--- config.mk ---
export PLATFORM = sky130hd
export DESIGN_NAME = wdt_write_once
export DESIGN_NICKNAME = d
export VERILOG_FILES = /design/src/rtl/wdt_pkg.sv /design/src/rtl/wdt_bus_decode.sv /design/src/rtl/wdt_rate_lock.sv /design/src/rtl/wdt_tick_counter.sv /design/src/rtl/wdt_write_once.sv
export SDC_FILE = /design/constraint.sdc
export NUM_CORES = 1
export LEC_CHECK = 0
export ABC_AREA = 0
export CORE_ASPECT_RATIO = 0.6
export CORE_UTILIZATION = 35
export CTS_CLUSTER_DIAMETER = 60
export DETAILED_ROUTE_END_ITERATION = 8
export PLACE_DENSITY = 0.67
export SYNTH_ARGS = -nofsm -noshare
export SYNTH_HDL_FRONTEND = slang
export SYNTH_SLANG_ARGS = --single-unit
export TNS_END_PERCENT = 10
--- constraint.sdc ---
create_clock -name clk -period 2.1 [get_ports clk]
set_input_delay 0.525 -clock clk [delete_from_list [all_inputs] [get_ports clk]]
set_output_delay 0.525 -clock clk [all_outputs]
set_load 0.03 [all_outputs]
--- src/rtl/wdt_pkg.sv ---
package wdt_pkg;

    typedef enum logic [1:0] {
        RATE_X1 = 2'd0,
        RATE_X2 = 2'd1,
        RATE_X4 = 2'd2,
        RATE_X8 = 2'd3
    } wdt_rate_e;

    localparam int RATE_W     = 2;
    localparam int MAX_SHIFT  = 3;

    typedef struct packed {
        logic svc_hit;
        logic ctrl_hit;
    } wdt_bus_hit_t;

    typedef struct packed {
        wdt_rate_e rate;
        logic      locked;
    } wdt_ctrl_t;

    // Ticks in one timeout window for a given rate code
    function automatic int unsigned window_ticks(input wdt_rate_e rate, input int unsigned base);
        return base << int'(rate);
    endfunction

    // Counter width that holds the largest window
    function automatic int cnt_width(input int unsigned base);
        return $clog2(base << MAX_SHIFT) + 1;
    endfunction

endpackage

--- src/rtl/wdt_bus_decode.sv ---
module wdt_bus_decode
    import wdt_pkg::*;
#(
    parameter int              ADDR_W    = 16,
    parameter int              DATA_W    = 8,
    parameter logic [ADDR_W-1:0] SVC_ADDR  = '1,
    parameter logic [ADDR_W-1:0] CTRL_ADDR = 'h40
) (
    input  logic              clk,
    input  logic              rst,
    input  logic              bus_wr,
    input  logic [ADDR_W-1:0] bus_addr,
    input  logic [DATA_W-1:0] bus_wdata,
    output wdt_bus_hit_t      hit,
    output wdt_rate_e         rate_field
);

    always_comb begin
        hit.svc_hit  = bus_wr && (bus_addr == SVC_ADDR);
        hit.ctrl_hit = bus_wr && (bus_addr == CTRL_ADDR);
        rate_field   = wdt_rate_e'(bus_wdata[RATE_W-1:0]);
    end

    AST_CTRL_DATA_KNOWN: assert property (@(posedge clk) disable iff (rst)
        hit.ctrl_hit |-> !$isunknown(bus_wdata)) else $error("ctrl data unknown");

    AST_HITS_EXCLUSIVE: assert property (@(posedge clk) disable iff (rst)
        $countones({hit.svc_hit, hit.ctrl_hit}) <= 1) else $error("double decode");

endmodule

--- src/rtl/wdt_rate_lock.sv ---
module wdt_rate_lock
    import wdt_pkg::*;
(
    input  logic      clk,
    input  logic      rst,
    input  logic      ctrl_hit,
    input  wdt_rate_e rate_field,
    output wdt_ctrl_t ctrl
);

    wdt_ctrl_t ctrl_q;

    always_ff @(posedge clk) begin
        if (rst) begin
            ctrl_q.rate   <= RATE_X1;
            ctrl_q.locked <= 1'b0;
        end else if (ctrl_hit && !ctrl_q.locked) begin
            ctrl_q.rate   <= rate_field;
            ctrl_q.locked <= 1'b1;
        end
    end

    assign ctrl = ctrl_q;

    AST_LOCK_STICKY: assert property (@(posedge clk) disable iff (rst)
        ctrl_q.locked |=> ctrl_q.locked) else $error("lock dropped");

    AST_RATE_FROZEN: assert property (@(posedge clk) disable iff (rst)
        ctrl_q.locked |=> $stable(ctrl_q.rate)) else $error("rate changed after lock");

    AST_FIRST_WRITE_LOCKS: assert property (@(posedge clk) disable iff (rst)
        ctrl_hit |=> ctrl_q.locked) else $error("write did not lock");

endmodule

--- src/rtl/wdt_tick_counter.sv ---
module wdt_tick_counter #(
    parameter int CNT_W = 8
) (
    input  logic             clk,
    input  logic             rst,
    input  logic             tick,
    input  logic             svc,
    input  logic             wait_mode,
    input  logic             stop_mode,
    input  logic [CNT_W-1:0] last_cnt,
    output logic             req
);

    logic [CNT_W-1:0] cnt_q;
    logic             req_q;
    logic             step;

    assign step = tick && !stop_mode;

    always_ff @(posedge clk) begin
        if (rst) begin
            cnt_q <= '0;
            req_q <= 1'b0;
        end else begin
            req_q <= 1'b0;
            if (svc) begin
                cnt_q <= '0;
            end else if (step) begin
                if (cnt_q >= last_cnt) begin
                    cnt_q <= '0;
                    req_q <= 1'b1;
                end else begin
                    cnt_q <= cnt_q + 1'b1;
                end
            end
        end
    end

    assign req = req_q;

    AST_SERVICE_CLEARS: assert property (@(posedge clk) disable iff (rst)
        svc |=> (cnt_q == '0) && !req_q) else $error("service missed");

    AST_STOP_HOLDS: assert property (@(posedge clk) disable iff (rst)
        (stop_mode && !svc) |=> $stable(cnt_q) && !req_q) else $error("counted in stop");

    AST_WAIT_COUNTS: assert property (@(posedge clk) disable iff (rst)
        (wait_mode && tick && !stop_mode && !svc && cnt_q < last_cnt)
        |=> cnt_q == $past(cnt_q) + 1'b1) else $error("wait mode blocked count");

    AST_REQ_SINGLE: assert property (@(posedge clk) disable iff (rst)
        req_q |=> !req_q) else $error("request longer than one cycle");

    AST_REQ_RESTART: assert property (@(posedge clk) disable iff (rst)
        req_q |-> cnt_q == '0) else $error("count not restarted");

    AST_REQ_CAUSE: assert property (@(posedge clk) disable iff (rst)
        req_q |-> $past(tick && !stop_mode && !svc)) else $error("request without tick");

endmodule

--- src/rtl/wdt_write_once.sv ---
module wdt_write_once
    import wdt_pkg::*;
#(
    parameter int                BASE_TICKS = 32,
    parameter int                ADDR_W     = 16,
    parameter int                DATA_W     = 8,
    parameter logic [ADDR_W-1:0] SVC_ADDR   = 16'hFFFF,
    parameter logic [ADDR_W-1:0] CTRL_ADDR  = 16'h0040
) (
    input  logic              clk,
    input  logic              rst,
    input  logic              bus_wr,
    input  logic [ADDR_W-1:0] bus_addr,
    input  logic [DATA_W-1:0] bus_wdata,
    input  logic              tick,
    input  logic              wait_mode,
    input  logic              stop_mode,
    output logic              wdt_reset_req
);

    localparam int CNT_W = cnt_width(BASE_TICKS);

    wdt_bus_hit_t     hit;
    wdt_rate_e        rate_field;
    wdt_ctrl_t        ctrl;
    logic [CNT_W-1:0] last_cnt;

    wdt_bus_decode #(
        .ADDR_W   (ADDR_W),
        .DATA_W   (DATA_W),
        .SVC_ADDR (SVC_ADDR),
        .CTRL_ADDR(CTRL_ADDR)
    ) u_dec (
        .clk       (clk),
        .rst       (rst),
        .bus_wr    (bus_wr),
        .bus_addr  (bus_addr),
        .bus_wdata (bus_wdata),
        .hit       (hit),
        .rate_field(rate_field)
    );

    wdt_rate_lock u_lock (
        .clk       (clk),
        .rst       (rst),
        .ctrl_hit  (hit.ctrl_hit),
        .rate_field(rate_field),
        .ctrl      (ctrl)
    );

    assign last_cnt = CNT_W'(window_ticks(ctrl.rate, BASE_TICKS) - 1);

    wdt_tick_counter #(
        .CNT_W(CNT_W)
    ) u_cnt (
        .clk      (clk),
        .rst      (rst),
        .tick     (tick),
        .svc      (hit.svc_hit),
        .wait_mode(wait_mode),
        .stop_mode(stop_mode),
        .last_cnt (last_cnt),
        .req      (wdt_reset_req)
    );

    AST_RESET_QUIET: assert property (@(posedge clk)
        rst |=> !wdt_reset_req) else $error("request out of reset");

endmodule

# --- Word-level counts from Yosys, hierarchy flattened ---
# Cells that the tools add are included.
# Widths: inputs -> output; s select.
totals:
  register_bits: 13
  input_bits: 30
  out_inout_bits: 1
  wordCells: 21
classes:
  n_addsub: 2
  n_lt_le_gt_ge: 1
  n_eq_ne: 2
  shift: 1
  muxes: 2
  bitwise_logic: 1
  n_reduce_logical: 8
ops:
  columns: ["op", "n"]
  rows:
  - ["$eq 16x16->1 const B", 1]
  - ["$eq 16x7->1 const B", 1]
  - ["$add 9x1->9 const B", 1]
  - ["$ge 9x9->1", 1]
  - ["$mux 9", 1]
  - ["$shl 6x2->9 const A", 1]
  - ["$sub 9x1->9 const B", 1]
  - ["$logic_and 1x1->1", 4]
  - ["$reduce_or 3->1", 1]
  - ["$logic_not 1->1", 2]
  - ["$reduce_or 2->1", 1]
  - ["$mux 1", 1]
  - ["$not 1->1", 1]

# --- Longest topological paths before layout ---
logic_depth:
  word_depth: 4
  ltp_mapped: 6
  depth_no_buf: 6

# --- Modules after synthesis ---
# From an unflattened synthesis, not the netlist that was laid out.
unflattened:
  cells_unflattened: 120
  area_unflattened_um2: 1057.3
modules_own_cells:
  columns: ["module", "instances", "cells_each", "area_per_inst_um2"]
  rows:
  - ["wdt_tick_counter", 1, 89, 807.0]
  - ["wdt_rate_lock", 1, 12, 126.4]
  - ["wdt_bus_decode", 1, 14, 98.8]
  - ["wdt_write_once", 1, 5, 25.0]

# --- Worst setup path before layout ---
# No wires, ideal clock.
synth_timing:
  kind: "flip-flop to flip-flop"
  startpoint: "register u_lock.ctrl_q, in the netlist u_lock.ctrl[2]"
  endpoint: "register u_cnt.req_q, in the netlist u_cnt.req"
  setup_time_ns: 0.118
  t_arrival_ns: 1.423
  required_ns: 1.982
  slack_ns: 0.559
  stages_incl_launch_ff: 7
  n_path_buf: 0
  period_less_slack_ns: 1.541
  cell_sequence: "dfxtp_1 -> inv_1 -> ha_1 -> and3_4 -> a221oi_2 -> a21boi_4 -> nor2b_1"
synth_between:
  elab_chain_cells: 4
synth_lines:
  columns: ["element", "line", "rtl"]
  rows:
  - ["from (decl)", "wdt_rate_lock.sv:11", "wdt_ctrl_t ctrl_q;"]
  - ["$shl 6x2->9", "wdt_pkg.sv:25", "return base << int'(rate);"]
  - ["$sub 9x1->9", "wdt_write_once.sv:51", "assign last_cnt = CNT_W'(window_ticks(ctrl.rate, BASE_TICKS) - 1);"]
  - ["$ge 9x9->1", "wdt_tick_counter.sv:29", "if (cnt_q >= last_cnt) begin"]
  - ["$mux 1", "wdt_tick_counter.sv:29", null]
  - ["to (signal assigned)", "wdt_tick_counter.sv:23", "req_q <= 1'b0;"]
  - ["to (signal assigned)", "wdt_tick_counter.sv:25", "req_q <= 1'b0;"]
  - ["to (signal assigned)", "wdt_tick_counter.sv:31", "req_q <= 1'b1;"]
  - ["to (decl)", "wdt_tick_counter.sv:15", "logic req_q;"]
# Every way passes these cells.
# A chain may end at the register's enable or synchronous reset.

# --- Worst setup path after layout ---
layout_timing:
  startpoint: "register u_cnt.req_q, in the netlist u_cnt.req"
  endpoint: "output wdt_reset_req"
layout_lines:
  columns: ["element", "line", "rtl"]
  rows:
  - ["to (decl)", "wdt_write_once.sv:18", "output logic wdt_reset_req"]
# No word-level cell between the ends.

==> flow_summary.yaml <==
run_status:
  status: "completed"
logic_synthesis:
  yosysTopAreaCellShare: 0.344
  netlist_instances: 82
  synth_cell_types: 25
  synth.largest_area_cell: "dfxtp_1"
  synth_area_leaders: "dfxtp_1 34%, ha_1 8.3%, xor2_1 8.1%, nand4_1 7.4%, nor3_1 6.0%"
  yosysWarnings: 0
  yosysSeqAreaShare: 0.344
  synth.cell_area_um2: 757
  avgSynthCellArea_um2: 9.23
  synth_nets: 117
  ys_ff_latch: 13
clock_network:
  cts-root-buf: "clkbuf_4"
  cts_max_level: 1
  numCtsBuffers: 3
  cts_tree: "yes"
  cts_sinks: 13
  postCtsSetupRepairBufs: 0
  cts_buffer_depth: 2
  cts_hold_buf: 0
  post_cts_resized: 0
  clock_latency_ns: 0.28
  clk_pin_slew_ns: 0.08
place:
  place_area_um2: 1040
  hpwl_um: 1480
  dpl.cell_count: 133
  portBuffers: 23
  globalplace.congestion: 0.798
critical_path:
  slowest_stage: "clkdlybuf4s50_1"
  critPathCaptureType: "output pin"
  r2r.worst_path.cells: 6
  arrival_ns: 1.27
  crit_fanout: 1
  r2r_slack_ns: 0.39
  start_kind: "register"
  r2r_end: "u_cnt.cnt_q[2]$_SDFFE_PP0P_"
  required_ns: 1.57
  max_stage_delay_ns: 0.67
  path_cells: "clkdlybuf4s50_1"
  r2r_start: "u_lock.ctrl[2]$_SDFFE_PP0P_"
  critPathBufInv: 1
  crit_type: "register to output pin"
  crit_cells: 1
  cpLargestDelayFamily: "buffers and inverters"
sta:
  timing.setup.tns_ns: 0
  skew_ns: 0.00163
  max_freq_ghz: 0.558
  setup_violations: 0
  hold_violations: 0
  rsz0062_at_grt: "false"
  min_period_ns: 1.79
  fin_crit_sh: 0.854
  drv_slew: 0
global_routing:
  grt_pass1_wl_um: 3190
  grtUsageTotal: 0.187
  grt_start_max_net_pins: 11
  overflow: 0
  antenna_found_initial: 0
  grt_pass1_vias: 713
detailed_routing:
  routedWlPerCell_um: 13.1
  drt_pass1_iterations: 4
  post_drt_via_cell_ratio: 5.25
  drtAntennaViolNets: 0
  drc: 0
  drt_iter0_markers: 25
  drt-total-wl_um: 1790
  vias: 719
floorplanning:
  die_w_um: 62.0
  core_area_um2: 1940
  fp.dieH_um: 38.0
  ios: 31
  dieArea_um2: 2360
  start_util: 0.391
  rows: 12
final_layout:
  area_delta_synth_final_pct: 40.8
  diodes: 0
  multi_input_area_um2: 483
  fin_util: 0.550
  fill_cells: 175
  design_area_um2: 1070
  final_cell_mix: "23 x clkdlybuf4s50_1, 13 x dfxtp_1, 9 x nand4_1, 9 x nor3_1, 7 x xor2_1"
  final_common_cell: "clkdlybuf4s50_1"
  nets: 145
  final_cells: 137
  drive_gt1_frac: 0.0917
  regArea_um2: 260
worst_hold_path:
  hold_start: "u_lock.ctrl[0]$_SDFFE_PP0P_"
  holdPathStages: 2
  whs_endpoint: "u_lock.ctrl[0]$_SDFFE_PP0P_"
  hp-class: "register to register"
pwr:
  finalPower_w: 0.000483
  p_leak_nw: 0.391
  powerDensity_nw_per_um2: 453
  peakVddDrop_mv: 0.212
run:
  maxCapViolations: 0
## worst max path at each step
stage	start	end	slack, ns
2_1_floorplan	u_lock.ctrl[2]$_SDFFE_PP0P_	u_cnt.req$_SDFF_PP0_	0.56
3_3_place_gp	bus_addr[3]	u_cnt.cnt_q[8]$_SDFFE_PP0P_	0.07
3_5_place_dp	bus_addr[3]	u_cnt.cnt_q[2]$_SDFFE_PP0P_	0.08
4_1_cts	u_cnt.req$_SDFF_PP0_	wdt_reset_req	0.30
5_1_grt	u_lock.ctrl[2]$_SDFFE_PP0P_	u_cnt.cnt_q[2]$_SDFFE_PP0P_	0.25
6_report	u_cnt.req$_SDFF_PP0_	wdt_reset_req	0.31
## power by group
part	switching, W	leakage [nW]	internal [W]
logic	0.0000251	0.271	0.0000511
clock network	0.0000796	0.0150	0.0000737
registers	0.00000454	0.105	0.000249
total	0.000109	0.391	0.000374
## area by class of cell
type	count	area share
Tap cell	28	0.0329
Inverter	1	0.00352
Timing Repair Buffer	25	0.242
Multi-Input combinational cell	66	0.453
Clock buffer	4	0.0246
Sequential cell	13	0.244
## synthesized netlist by cell type, drive strengths merged
cell type,n
mux2i,1
clkbuf,1
nand2,3
xnor2,1
inv,1
a21oi,4
nand3,4
ha,5
nor3,9
nand4,9
a21o,1
buf,1
dfxtp,13
and3,5
conb,1
nor2b,3
nor2,2
a221oi,1
o21ai,2
nor4,5
a21boi,1
a41o,1
xor2,7
nand4b,1
## kinds of logic (layout without fill, tap and decap cells)
logic type,Yosys count,count (layout),share of synthesized area
AO/OA/AOI/OAI,10,10,0.107
XOR/XNOR,8,8,0.0926
adder cells (fa/ha/maj),5,5,0.0826
buffers and inverters,3,30,0.0182
flip-flops,13,13,0.344
multiplexers,1,1,0.0132
other,1,1,0.00495
AND/OR/NAND/NOR,41,41,0.337
## registers in the layout (all words and copies together) (netlist names)
signal       count
u_cnt.cnt_q      9
u_cnt.req        1
u_lock.ctrl      3
## metal layers
metal / wire, um / vias to the layer above / global-route usage / share of wire
li1: - / 367 / - / -
met1: 887 / 336 / 0.266 / 0.50
met2: 819 / 16 / 0.293 / 0.46
met3: 84 / 0 / 0.0439 / 0.047
met4: 0 / 0 / 0.0222 / 0
met5: 0 / - / 0 / 0
## worst register-to-register path: stages (launching register included)
cell and delay (ns):
dfxtp_1 0.37, inv_1 0.06, ha_1 0.29, and3_4 0.20, a221oi_2 0.36, a21boi_4 0.15, nor3_1 0.20
## through the flow
stage | setup slack, ns | hold WS [ns]
after floorplan | 0.559 | 0.437
after global placement | 0.0712 | 0.462
after detailed placement | 0.0772 | 0.466
after CTS | 0.302 | 0.484
after global routing | 0.249 | 0.539
final | 0.308 | 0.486
(Power assumes the default switching activity.)
